===== src/rtl/sercom_pkg.sv =====
package sercom_pkg;
  // status bit positions
  localparam int ST_OER  = 0;
  localparam int ST_PER  = 1;
  localparam int ST_FER  = 2;
  localparam int ST_BRK  = 3;
  localparam int ST_RDR  = 4;
  localparam int ST_THRE = 5;
  localparam int ST_TEMT = 6;

  // control bit positions
  localparam int CT_PAR_EN  = 0;
  localparam int CT_PAR_ODD = 1;
  localparam int CT_TXIE    = 11;
  localparam int CT_W       = 12;

  // register addresses
  localparam logic [1:0] A_DATA = 2'd0;
  localparam logic [1:0] A_STAT = 2'd1;
  localparam logic [1:0] A_CTRL = 2'd2;

  typedef enum logic [2:0] {
    RX_IDLE,
    RX_START,
    RX_DATA,
    RX_PAR,
    RX_STOP,
    RX_WAIT
  } rx_state_t;
endpackage


===== src/rtl/sercom_baud.sv =====
module sercom_baud #(
  parameter int CLK_DIV = 4
) (
  input  logic clk_i,
  input  logic rst_n,
  output logic tick_o
);
  localparam int CW = (CLK_DIV > 1) ? $clog2(CLK_DIV) : 1;
  localparam logic [CW-1:0] LAST = CW'(CLK_DIV - 1);

  logic [CW-1:0] cnt_q, cnt_d;

  always_comb begin
    if (cnt_q == LAST) cnt_d = '0;
    else               cnt_d = cnt_q + 1'b1;
  end

  always_ff @(posedge clk_i or negedge rst_n) begin
    if (!rst_n) cnt_q <= '0;
    else        cnt_q <= cnt_d;
  end

  assign tick_o = (cnt_q == LAST);
endmodule


===== src/rtl/sercom_tx.sv =====
module sercom_tx #(
  parameter int DATA_W = 8,
  parameter int OSR    = 16
) (
  input  logic              clk_i,
  input  logic              rst_n,
  input  logic              tick_i,
  input  logic              load_req_i,
  input  logic [DATA_W-1:0] load_data_i,
  input  logic              par_en_i,
  input  logic              par_odd_i,
  output logic              load_ack_o,
  output logic              busy_o,
  output logic              txd_o
);
  localparam int FW = DATA_W + 3;
  localparam int NW = $clog2(FW + 1);
  localparam int OW = $clog2(OSR);
  localparam logic [OW-1:0] PH_LAST = OW'(OSR - 1);

  logic [FW-1:0] sh_q, sh_d;
  logic [NW-1:0] left_q, left_d;
  logic [OW-1:0] ph_q, ph_d;
  logic          busy_q, busy_d;
  logic          par_bit;
  logic [FW-1:0] frame;

  always_comb begin
    par_bit = par_odd_i ? ~(^load_data_i) : (^load_data_i);
    frame   = {1'b1, (par_en_i ? par_bit : 1'b1), load_data_i, 1'b0};
  end

  always_comb begin
    sh_d       = sh_q;
    left_d     = left_q;
    ph_d       = ph_q;
    busy_d     = busy_q;
    load_ack_o = 1'b0;
    if (!busy_q) begin
      if (tick_i && load_req_i) begin
        sh_d       = frame;
        left_d     = par_en_i ? NW'(FW) : NW'(FW - 1);
        ph_d       = '0;
        busy_d     = 1'b1;
        load_ack_o = 1'b1;
      end
    end else if (tick_i) begin
      if (ph_q == PH_LAST) begin
        ph_d   = '0;
        sh_d   = {1'b1, sh_q[FW-1:1]};
        left_d = left_q - 1'b1;
        if (left_q == NW'(1)) busy_d = 1'b0;
      end else begin
        ph_d = ph_q + 1'b1;
      end
    end
  end

  always_ff @(posedge clk_i or negedge rst_n) begin
    if (!rst_n) begin
      sh_q   <= '1;
      left_q <= '0;
      ph_q   <= '0;
      busy_q <= 1'b0;
    end else begin
      sh_q   <= sh_d;
      left_q <= left_d;
      ph_q   <= ph_d;
      busy_q <= busy_d;
    end
  end

  assign busy_o = busy_q;
  assign txd_o  = busy_q ? sh_q[0] : 1'b1;

  AST_START_BIT_LOW: assert property (@(posedge clk_i) disable iff (!rst_n)
    (busy_q && !$past(busy_q)) |-> !txd_o);

  AST_IDLE_WITHOUT_LOAD: assert property (@(posedge clk_i) disable iff (!rst_n)
    (!busy_q && !load_ack_o) |=> !busy_q);
endmodule


===== src/rtl/sercom_rx.sv =====
module sercom_rx
  import sercom_pkg::*;
#(
  parameter int DATA_W = 8,
  parameter int OSR    = 16
) (
  input  logic              clk_i,
  input  logic              rst_n,
  input  logic              tick_i,
  input  logic              rxd_i,
  input  logic              par_en_i,
  input  logic              par_odd_i,
  output logic [DATA_W-1:0] word_o,
  output logic              done_o,
  output logic              fer_o,
  output logic              per_o,
  output logic              brk_o
);
  localparam int OW = $clog2(OSR);
  localparam int IW = (DATA_W > 1) ? $clog2(DATA_W) : 1;
  localparam logic [OW-1:0] PH_LAST = OW'(OSR - 1);
  localparam logic [OW-1:0] PH_HALF = OW'(OSR / 2 - 1);
  localparam logic [IW-1:0] IDX_LAST = IW'(DATA_W - 1);

  rx_state_t         st_q, st_d;
  logic [OW-1:0]     ph_q, ph_d;
  logic [IW-1:0]     idx_q, idx_d;
  logic [DATA_W-1:0] sh_q, sh_d;
  logic              par_q, par_d;
  logic              zero_q, zero_d;
  logic              sample;
  logic              par_exp;
  logic              par_bad;

  assign sample  = tick_i && (ph_q == PH_LAST);
  assign par_exp = par_odd_i ? ~(^sh_q) : (^sh_q);
  assign par_bad = par_en_i && (par_q != par_exp);

  always_comb begin
    st_d   = st_q;
    ph_d   = ph_q;
    idx_d  = idx_q;
    sh_d   = sh_q;
    par_d  = par_q;
    zero_d = zero_q;
    done_o = 1'b0;
    fer_o  = 1'b0;
    per_o  = 1'b0;
    brk_o  = 1'b0;
    if (tick_i && (st_q inside {RX_DATA, RX_PAR, RX_STOP}) && !sample)
      ph_d = ph_q + 1'b1;
    case (st_q)
      RX_IDLE: begin
        if (tick_i && !rxd_i) begin
          st_d = RX_START;
          ph_d = '0;
        end
      end
      RX_START: begin
        if (tick_i) begin
          if (ph_q == PH_HALF) begin
            ph_d = '0;
            if (!rxd_i) begin
              st_d   = RX_DATA;
              idx_d  = '0;
              zero_d = 1'b1;
            end else begin
              st_d = RX_IDLE;
            end
          end else begin
            ph_d = ph_q + 1'b1;
          end
        end
      end
      RX_DATA: begin
        if (sample) begin
          ph_d = '0;
          sh_d = {rxd_i, sh_q[DATA_W-1:1]};
          if (rxd_i) zero_d = 1'b0;
          if (idx_q == IDX_LAST) st_d = par_en_i ? RX_PAR : RX_STOP;
          else                   idx_d = idx_q + 1'b1;
        end
      end
      RX_PAR: begin
        if (sample) begin
          ph_d  = '0;
          par_d = rxd_i;
          if (rxd_i) zero_d = 1'b0;
          st_d = RX_STOP;
        end
      end
      RX_STOP: begin
        if (sample) begin
          ph_d = '0;
          if (rxd_i) begin
            done_o = 1'b1;
            per_o  = par_bad;
            st_d   = RX_IDLE;
          end else begin
            if (zero_q) begin
              brk_o = 1'b1;
            end else begin
              done_o = 1'b1;
              fer_o  = 1'b1;
              per_o  = par_bad;
            end
            st_d = RX_WAIT;
          end
        end
      end
      RX_WAIT: begin
        if (rxd_i) st_d = RX_IDLE;
      end
      default: st_d = RX_IDLE;
    endcase
  end

  always_ff @(posedge clk_i or negedge rst_n) begin
    if (!rst_n) begin
      st_q   <= RX_IDLE;
      ph_q   <= '0;
      idx_q  <= '0;
      sh_q   <= '0;
      par_q  <= 1'b0;
      zero_q <= 1'b0;
    end else begin
      st_q   <= st_d;
      ph_q   <= ph_d;
      idx_q  <= idx_d;
      sh_q   <= sh_d;
      par_q  <= par_d;
      zero_q <= zero_d;
    end
  end

  assign word_o = sh_q;

  AST_BREAK_NOT_WORD: assert property (@(posedge clk_i) disable iff (!rst_n)
    brk_o |-> !done_o);

  AST_GLITCH_REJECTED: assert property (@(posedge clk_i) disable iff (!rst_n)
    (st_q == RX_START && tick_i && ph_q == PH_HALF && rxd_i) |=> (st_q == RX_IDLE));

  AST_FER_NEEDS_DONE: assert property (@(posedge clk_i) disable iff (!rst_n)
    fer_o |-> done_o);
endmodule


===== src/rtl/sercom_port.sv =====
module sercom_port
  import sercom_pkg::*;
#(
  parameter int DATA_W  = 8,
  parameter int CLK_DIV = 4,
  parameter int OSR     = 16
) (
  input  logic        clk_i,
  input  logic        arst_n_i,
  input  logic [1:0]  addr_i,
  input  logic        wr_en_i,
  input  logic        rd_stb_i,
  input  logic [15:0] wdata_i,
  output logic [15:0] rdata_o,
  output logic        txd_o,
  input  logic        rxd_i,
  output logic        tx_irq_o,
  output logic        brk_irq_o
);
  localparam int RW = 16;

  // reset: asserted asynchronously, released on the clock
  logic [1:0] rs_q;
  logic       rst_n;

  always_ff @(posedge clk_i or negedge arst_n_i) begin
    if (!arst_n_i) rs_q <= 2'b00;
    else           rs_q <= {rs_q[0], 1'b1};
  end
  assign rst_n = rs_q[1];

  // receive line synchroniser
  logic [1:0] rxs_q;
  always_ff @(posedge clk_i or negedge rst_n) begin
    if (!rst_n) rxs_q <= 2'b11;
    else        rxs_q <= {rxs_q[0], rxd_i};
  end

  logic              tick;
  logic              tx_ack;
  logic              tx_busy;
  logic [DATA_W-1:0] rx_word;
  logic              rx_done, rx_fer, rx_per, rx_brk;

  logic [CT_W-1:0]   ctl_q, ctl_d;
  logic [DATA_W-1:0] hold_q, hold_d;
  logic              hold_full_q, hold_full_d;
  logic [DATA_W-1:0] rbuf_q, rbuf_d;
  logic              rdr_q, rdr_d;
  logic [3:0]        err_q, err_d;
  logic [RW-1:0]     rdata_q, rdata_d;

  logic wr_data, wr_stat, wr_ctrl, rd_data;
  logic thre, temt;
  logic [RW-1:0] status;
  logic [3:0]    err_set;
  logic          unused_wbits;

  sercom_baud #(.CLK_DIV(CLK_DIV)) u_baud (
    .clk_i (clk_i),
    .rst_n (rst_n),
    .tick_o(tick)
  );

  sercom_tx #(.DATA_W(DATA_W), .OSR(OSR)) u_tx (
    .clk_i      (clk_i),
    .rst_n      (rst_n),
    .tick_i     (tick),
    .load_req_i (hold_full_q),
    .load_data_i(hold_q),
    .par_en_i   (ctl_q[CT_PAR_EN]),
    .par_odd_i  (ctl_q[CT_PAR_ODD]),
    .load_ack_o (tx_ack),
    .busy_o     (tx_busy),
    .txd_o      (txd_o)
  );

  sercom_rx #(.DATA_W(DATA_W), .OSR(OSR)) u_rx (
    .clk_i    (clk_i),
    .rst_n    (rst_n),
    .tick_i   (tick),
    .rxd_i    (rxs_q[1]),
    .par_en_i (ctl_q[CT_PAR_EN]),
    .par_odd_i(ctl_q[CT_PAR_ODD]),
    .word_o   (rx_word),
    .done_o   (rx_done),
    .fer_o    (rx_fer),
    .per_o    (rx_per),
    .brk_o    (rx_brk)
  );

  assign wr_data = wr_en_i && (addr_i == A_DATA);
  assign wr_stat = wr_en_i && (addr_i == A_STAT);
  assign wr_ctrl = wr_en_i && (addr_i == A_CTRL);
  assign rd_data = rd_stb_i && (addr_i == A_DATA);

  assign thre = !hold_full_q;
  assign temt = !hold_full_q && !tx_busy;

  always_comb begin
    status          = '0;
    status[ST_TEMT] = temt;
    status[ST_THRE] = thre;
    status[ST_RDR]  = rdr_q;
    status[ST_BRK]  = err_q[ST_BRK];
    status[ST_FER]  = err_q[ST_FER];
    status[ST_PER]  = err_q[ST_PER];
    status[ST_OER]  = err_q[ST_OER];
  end

  always_comb begin
    err_set         = '0;
    err_set[ST_OER] = rx_done && rdr_q && !rd_data;
    err_set[ST_PER] = rx_per;
    err_set[ST_FER] = rx_fer;
    err_set[ST_BRK] = rx_brk;
  end

  always_comb begin
    ctl_d       = ctl_q;
    hold_d      = hold_q;
    hold_full_d = hold_full_q;
    rbuf_d      = rbuf_q;
    rdr_d       = rdr_q;
    rdata_d     = rdata_q;

    if (wr_ctrl) ctl_d = wdata_i[CT_W-1:0];

    if (tx_ack) hold_full_d = 1'b0;
    if (wr_data && !hold_full_q) begin
      hold_d      = wdata_i[DATA_W-1:0];
      hold_full_d = 1'b1;
    end

    if (rd_data) rdr_d = 1'b0;
    if (rx_done) begin
      rbuf_d = rx_word;
      rdr_d  = 1'b1;
    end

    err_d = (wr_stat ? (err_q & wdata_i[3:0]) : err_q) | err_set;

    if (rd_stb_i) begin
      case (addr_i)
        A_DATA:  rdata_d = RW'(rbuf_q);
        A_STAT:  rdata_d = status;
        A_CTRL:  rdata_d = RW'(ctl_q);
        default: rdata_d = '0;
      endcase
    end
  end

  always_ff @(posedge clk_i or negedge rst_n) begin
    if (!rst_n) begin
      ctl_q       <= '0;
      hold_q      <= '0;
      hold_full_q <= 1'b0;
      rbuf_q      <= '0;
      rdr_q       <= 1'b0;
      err_q       <= '0;
      rdata_q     <= '0;
    end else begin
      ctl_q       <= ctl_d;
      hold_q      <= hold_d;
      hold_full_q <= hold_full_d;
      rbuf_q      <= rbuf_d;
      rdr_q       <= rdr_d;
      err_q       <= err_d;
      rdata_q     <= rdata_d;
    end
  end

  assign rdata_o      = rdata_q;
  assign tx_irq_o     = ctl_q[CT_TXIE] && thre;
  assign brk_irq_o    = err_q[ST_BRK];
  assign unused_wbits = ^wdata_i[15:CT_W];

  AST_READ_CLEARS_RDR: assert property (@(posedge clk_i) disable iff (!rst_n)
    (rd_data && !rx_done) |=> !rdr_q);

  AST_OVERRUN_FLAGGED: assert property (@(posedge clk_i) disable iff (!rst_n)
    (rx_done && rdr_q && !rd_data) |=> err_q[ST_OER]);

  AST_HW_SET_WINS: assert property (@(posedge clk_i) disable iff (!rst_n)
    rx_fer |=> err_q[ST_FER]);

  AST_NO_IRQ_WHEN_FULL: assert property (@(posedge clk_i) disable iff (!rst_n)
    hold_full_q |-> !tx_irq_o);

  AST_BREAK_KEEPS_RDR: assert property (@(posedge clk_i) disable iff (!rst_n)
    (rx_brk && !rd_data) |=> (rdr_q == $past(rdr_q)));

  AST_FULL_WRITE_IGNORED: assert property (@(posedge clk_i) disable iff (!rst_n)
    (wr_data && hold_full_q && !tx_ack) |=> (hold_q == $past(hold_q)));
endmodule


===== config.mk =====
export PLATFORM = sky130hd
export DESIGN_NAME = sercom_port
export DESIGN_NICKNAME = d
export VERILOG_FILES = /design/src/rtl/sercom_pkg.sv /design/src/rtl/sercom_baud.sv /design/src/rtl/sercom_tx.sv /design/src/rtl/sercom_rx.sv /design/src/rtl/sercom_port.sv
export SDC_FILE = /design/constraint.sdc
export NUM_CORES = 1
export LEC_CHECK = 0
export ABC_AREA = 1
export BUFFER_PORTS_ARGS = -buffer_cell sky130_fd_sc_hd__buf_2
export CAP_MARGIN = 20
export CORE_UTILIZATION = 30
export DETAILED_ROUTE_END_ITERATION = 16
export SYNTH_ARGS = -nofsm -noshare
export SYNTH_HDL_FRONTEND = slang
export SYNTH_HIERARCHICAL = 1
export SYNTH_SLANG_ARGS = --single-unit

===== constraint.sdc =====
create_clock -name clk_i -period 3.1 [get_ports clk_i]
set_clock_uncertainty 0.2 [all_clocks]
set_input_delay 0.62 -clock clk_i [delete_from_list [all_inputs] [get_ports clk_i]]
set_output_delay 0.62 -clock clk_i [all_outputs]
set_load 0.01 [all_outputs]

==> results.json <==
{
  "num_vias": 3655,
  "dp_cells": 810,
  "die_w_microns": 128.1,
  "placed_cell_area_sq_um": 5079,
  "gp_congestion": 0.8335,
  "min_path_type": "flip-flop to async pin",
  "timing.rr.start": "u_baud/cnt_q[0]$_DFF_PN0_",
  "grt_usage": 0.1269,
  "setup_slack_ps": 872.2,
  "max_stage_delay_ps": 490,
  "worstPathCellList": "ha_1 > nand3_2 > nor3_1 > buf_4 > inv_1 > nand2_1 > nand2_1",
  "tightest_slew_ps": 524.6,
  "cts.sinks": 91,
  "timing.slew.headroom": 0.6503,
  "period_needed_ps": 2228,
  "antenna_found_initial": 0,
  "cp_common_cell": "nand2_1",
  "syn_to_final_growth_pct": 12.70,
  "clk_latency_ps": 340,
  "diodes": 0,
  "ys_types": 41,
  "yosys.area.top_type": "dfrtp_1",
  "syn_inst": 581,
  "p_leak_nw": 2.715,
  "cp.required_ps": 3130,
  "post-route-drc-count": 0,
  "cts_max_path_buffers": 2,
  "cp-start-kind": "flip-flop",
  "ys_seq_area_frac": 0.4807,
  "crit_fanout": 14,
  "ys_warn_count": 6,
  "dr.pass1.iters": 5,
  "hold_viol": 0,
  "dp_slack_ps": 844.1,
  "drt-total-wl_mm": 9.426,
  "path_clk_slew_ps": 60,
  "drv_slew": 0,
  "fmax_mhz": 448.9,
  "setup_tns_ps": 0,
  "cts_buffers": 9,
  "cp-end-kind": "flip-flop",
  "grt_max_degree": 90,
  "ys_seq_elements": 91,
  "final_area_sq_um": 5374,
  "ir_drop_v": 0.0002591,
  "cp_slowest_cell": "ha_1",
  "outcome": "finished, final reports clean",
  "grt_overflow": 0,
  "synth_top_area_frac": 0.4146,
  "worst_ep_arrival_time_ps": 2260,
  "power_density_nw_per_um2": 602.6,
  "final_nets": 641,
  "grt_pass1_vias": 3499,
  "drive_gt1_frac": 0.1899,
  "port_buffers": 33,
  "drtIter0Drc": 269,
  "wire_per_inst_microns": 11.40,
  "synth_ff_type": "dfrtp_1",
  "detail-route-antenna-nets": 0,
  "rsz0062_at_grt": "false",
  "path_class": "flip-flop to flip-flop",
  "io_pins": 42,
  "rows": 45,
  "initial_core_util": 0.3102,
  "synth.area.top_cells": "dfrtp_1, nand2_1, dfstp_2",
  "critical-path-top-delay-family": "simple AND/OR/NAND/NOR gates",
  "crit_start": "u_baud/cnt_q[0]$_DFF_PN0_",
  "cts-root-buf": "clkbuf_16",
  "critPathBufInv": 2,
  "fin_crit_sh": 0.7186,
  "final_cells": 827,
  "synth_edf_count": 0,
  "max_cap_viol_count": 0,
  "die_area_sq_um": 16400,
  "grt_pass1_wl_mm": 16.54,
  "cts_tree": "done",
  "finalSetupViolCount": 0,
  "hpwl_mm": 6.686,
  "core_area_sq_um": 15370,
  "synth_area_sq_um": 4768,
  "die_h_microns": 128.1,
  "vias_per_cell": 4.420,
  "async_flop_share": 1.000,
  "syn_area_per_cell_sq_um": 8.207,
  "cts_htree_levels": 3
}
-- synthesized netlist by cell type, types with 4 or more instances --
master / instances
o21ai_2: 17
nor2_1: 29
inv_2: 5
o21ai_0: 16
dfstp_2: 12
xnor2_1: 5
inv_1: 59
nand2_2: 8
buf_6: 8
buf_4: 6
o211ai_1: 4
nor3_1: 4
o21ai_1: 13
nand2_1: 202
nand3_1: 54
ha_1: 7
a21oi_1: 8
a31oi_2: 6
dfrtp_1: 79
-- state kept, by name, indices dropped and copies added (netlist names), 2 cells and up --
register and cells:
rxs_q 2, ctl_q 12, u_rx/idx_q 3, u_baud/cnt_q 2, rs_q 2, err_q 4, u_tx/left_q 4, u_rx/word_o 8
rbuf_q 8, rdata_o 12, u_tx/sh_q 10, hold_q 8, u_tx/ph_q 4, u_rx/ph_q 4, u_rx/st_q 3
-- stage by stage --
step,hold WS (ps),utilization,power [mW]
after floorplan,124.4,-,2.041
after global placement,135.7,0.3304,2.197
after detailed placement,140.3,0.3304,2.211
after CTS,155.4,0.3496,3.282
after global routing,157.1,0.3496,3.472
final,150.8,0.3496,3.238
-- cells by family after synthesis --
logic type                 count (synthesis)  synth area share
and+or+nand+nor                          315            0.2928
DFF                                       91            0.4807
buffers and inverters                     86           0.08711
AOI/OAI and AO/OA                         72            0.1047
xor gates and xnor gates                   8           0.01469
adders and majority gates                  7           0.01837
other                                      2          0.001575
-- per-layer routing --
layer / GRT usage / vias to the layer above / part of all wire
met4: 0.03183 / 0 / 0.010
li1: - / 1906 / -
met5: 0 / - / 0
met2: 0.1953 / 45 / 0.45
met3: 0.03506 / 8 / 0.034
met1: 0.1756 / 1696 / 0.51
-- where the power goes --
part           internal, mW  switching [mW]  leakage (nW)  total (mW)
Combinational         0.265           0.448          1.44       0.713
Sequential             1.32           0.152          1.14        1.47
Clock                 0.573           0.480         0.136        1.05
Total                  2.16            1.08          2.71        3.24
-- path summary, 6_finish.rpt --
| check | to | slack [ps] | cells after the start |
|---|---|---|---|
| max | rbuf_q[2]$_DFFE_PN0P_ | 870 | 7 |
| min | u_rx/word_o[1]$_DFFE_PN0P_ | 150 | 1 |
| max reg2reg | rbuf_q[2]$_DFFE_PN0P_ | 870 | 7 |
| min reg2reg | u_rx/word_o[1]$_DFFE_PN0P_ | 150 | 1 |
| max in group asynchronous | u_tx/sh_q[0]$_DFFE_PN1P_ | 2150 | 1 |
| min in group clk_i | rs_q[1]$_DFF_PN0_ | 150 | 0 |
-- placed cells by master, fill, tap and decap left out, types with 3 or more instances in the layout --
master and n:
o21ai_0 16, inv_2 5, inv_1 59, o21ai_2 17, nand4_1 3, xor2_1 3, clkbuf_16 9, o21ai_1 13
nand2_1 202, nand3_1 54, inv_6 4, buf_2 33, o211ai_1 4, xnor2_1 5, dfstp_2 12, a21oi_1 8
nor2_2 3, conb_1 5, nor2_1 29, nor3_1 4, nand2_2 8, ha_1 7, dfrtp_1 78, a31oi_2 6
-- what timing repair did --
action,CTS,global route
hold buffers,1,0
buffers inserted,0,0
gates resized for setup,0,0
setup endpoints to repair,0,0
hold endpoints to repair,2,0
-- area by class of cell --
type | count | area (sq um)
multi-input cells | 407 | 2072
repair buffers | 36 | 202.7
clock inverters | 6 | 46.29
flip-flops and latches | 91 | 2296
fillers | 1608 | 9997
clock buffers | 10 | 239.0
inverters | 66 | 254.0
well taps | 211 | 264.0
(Power assumes the default switching activity.)
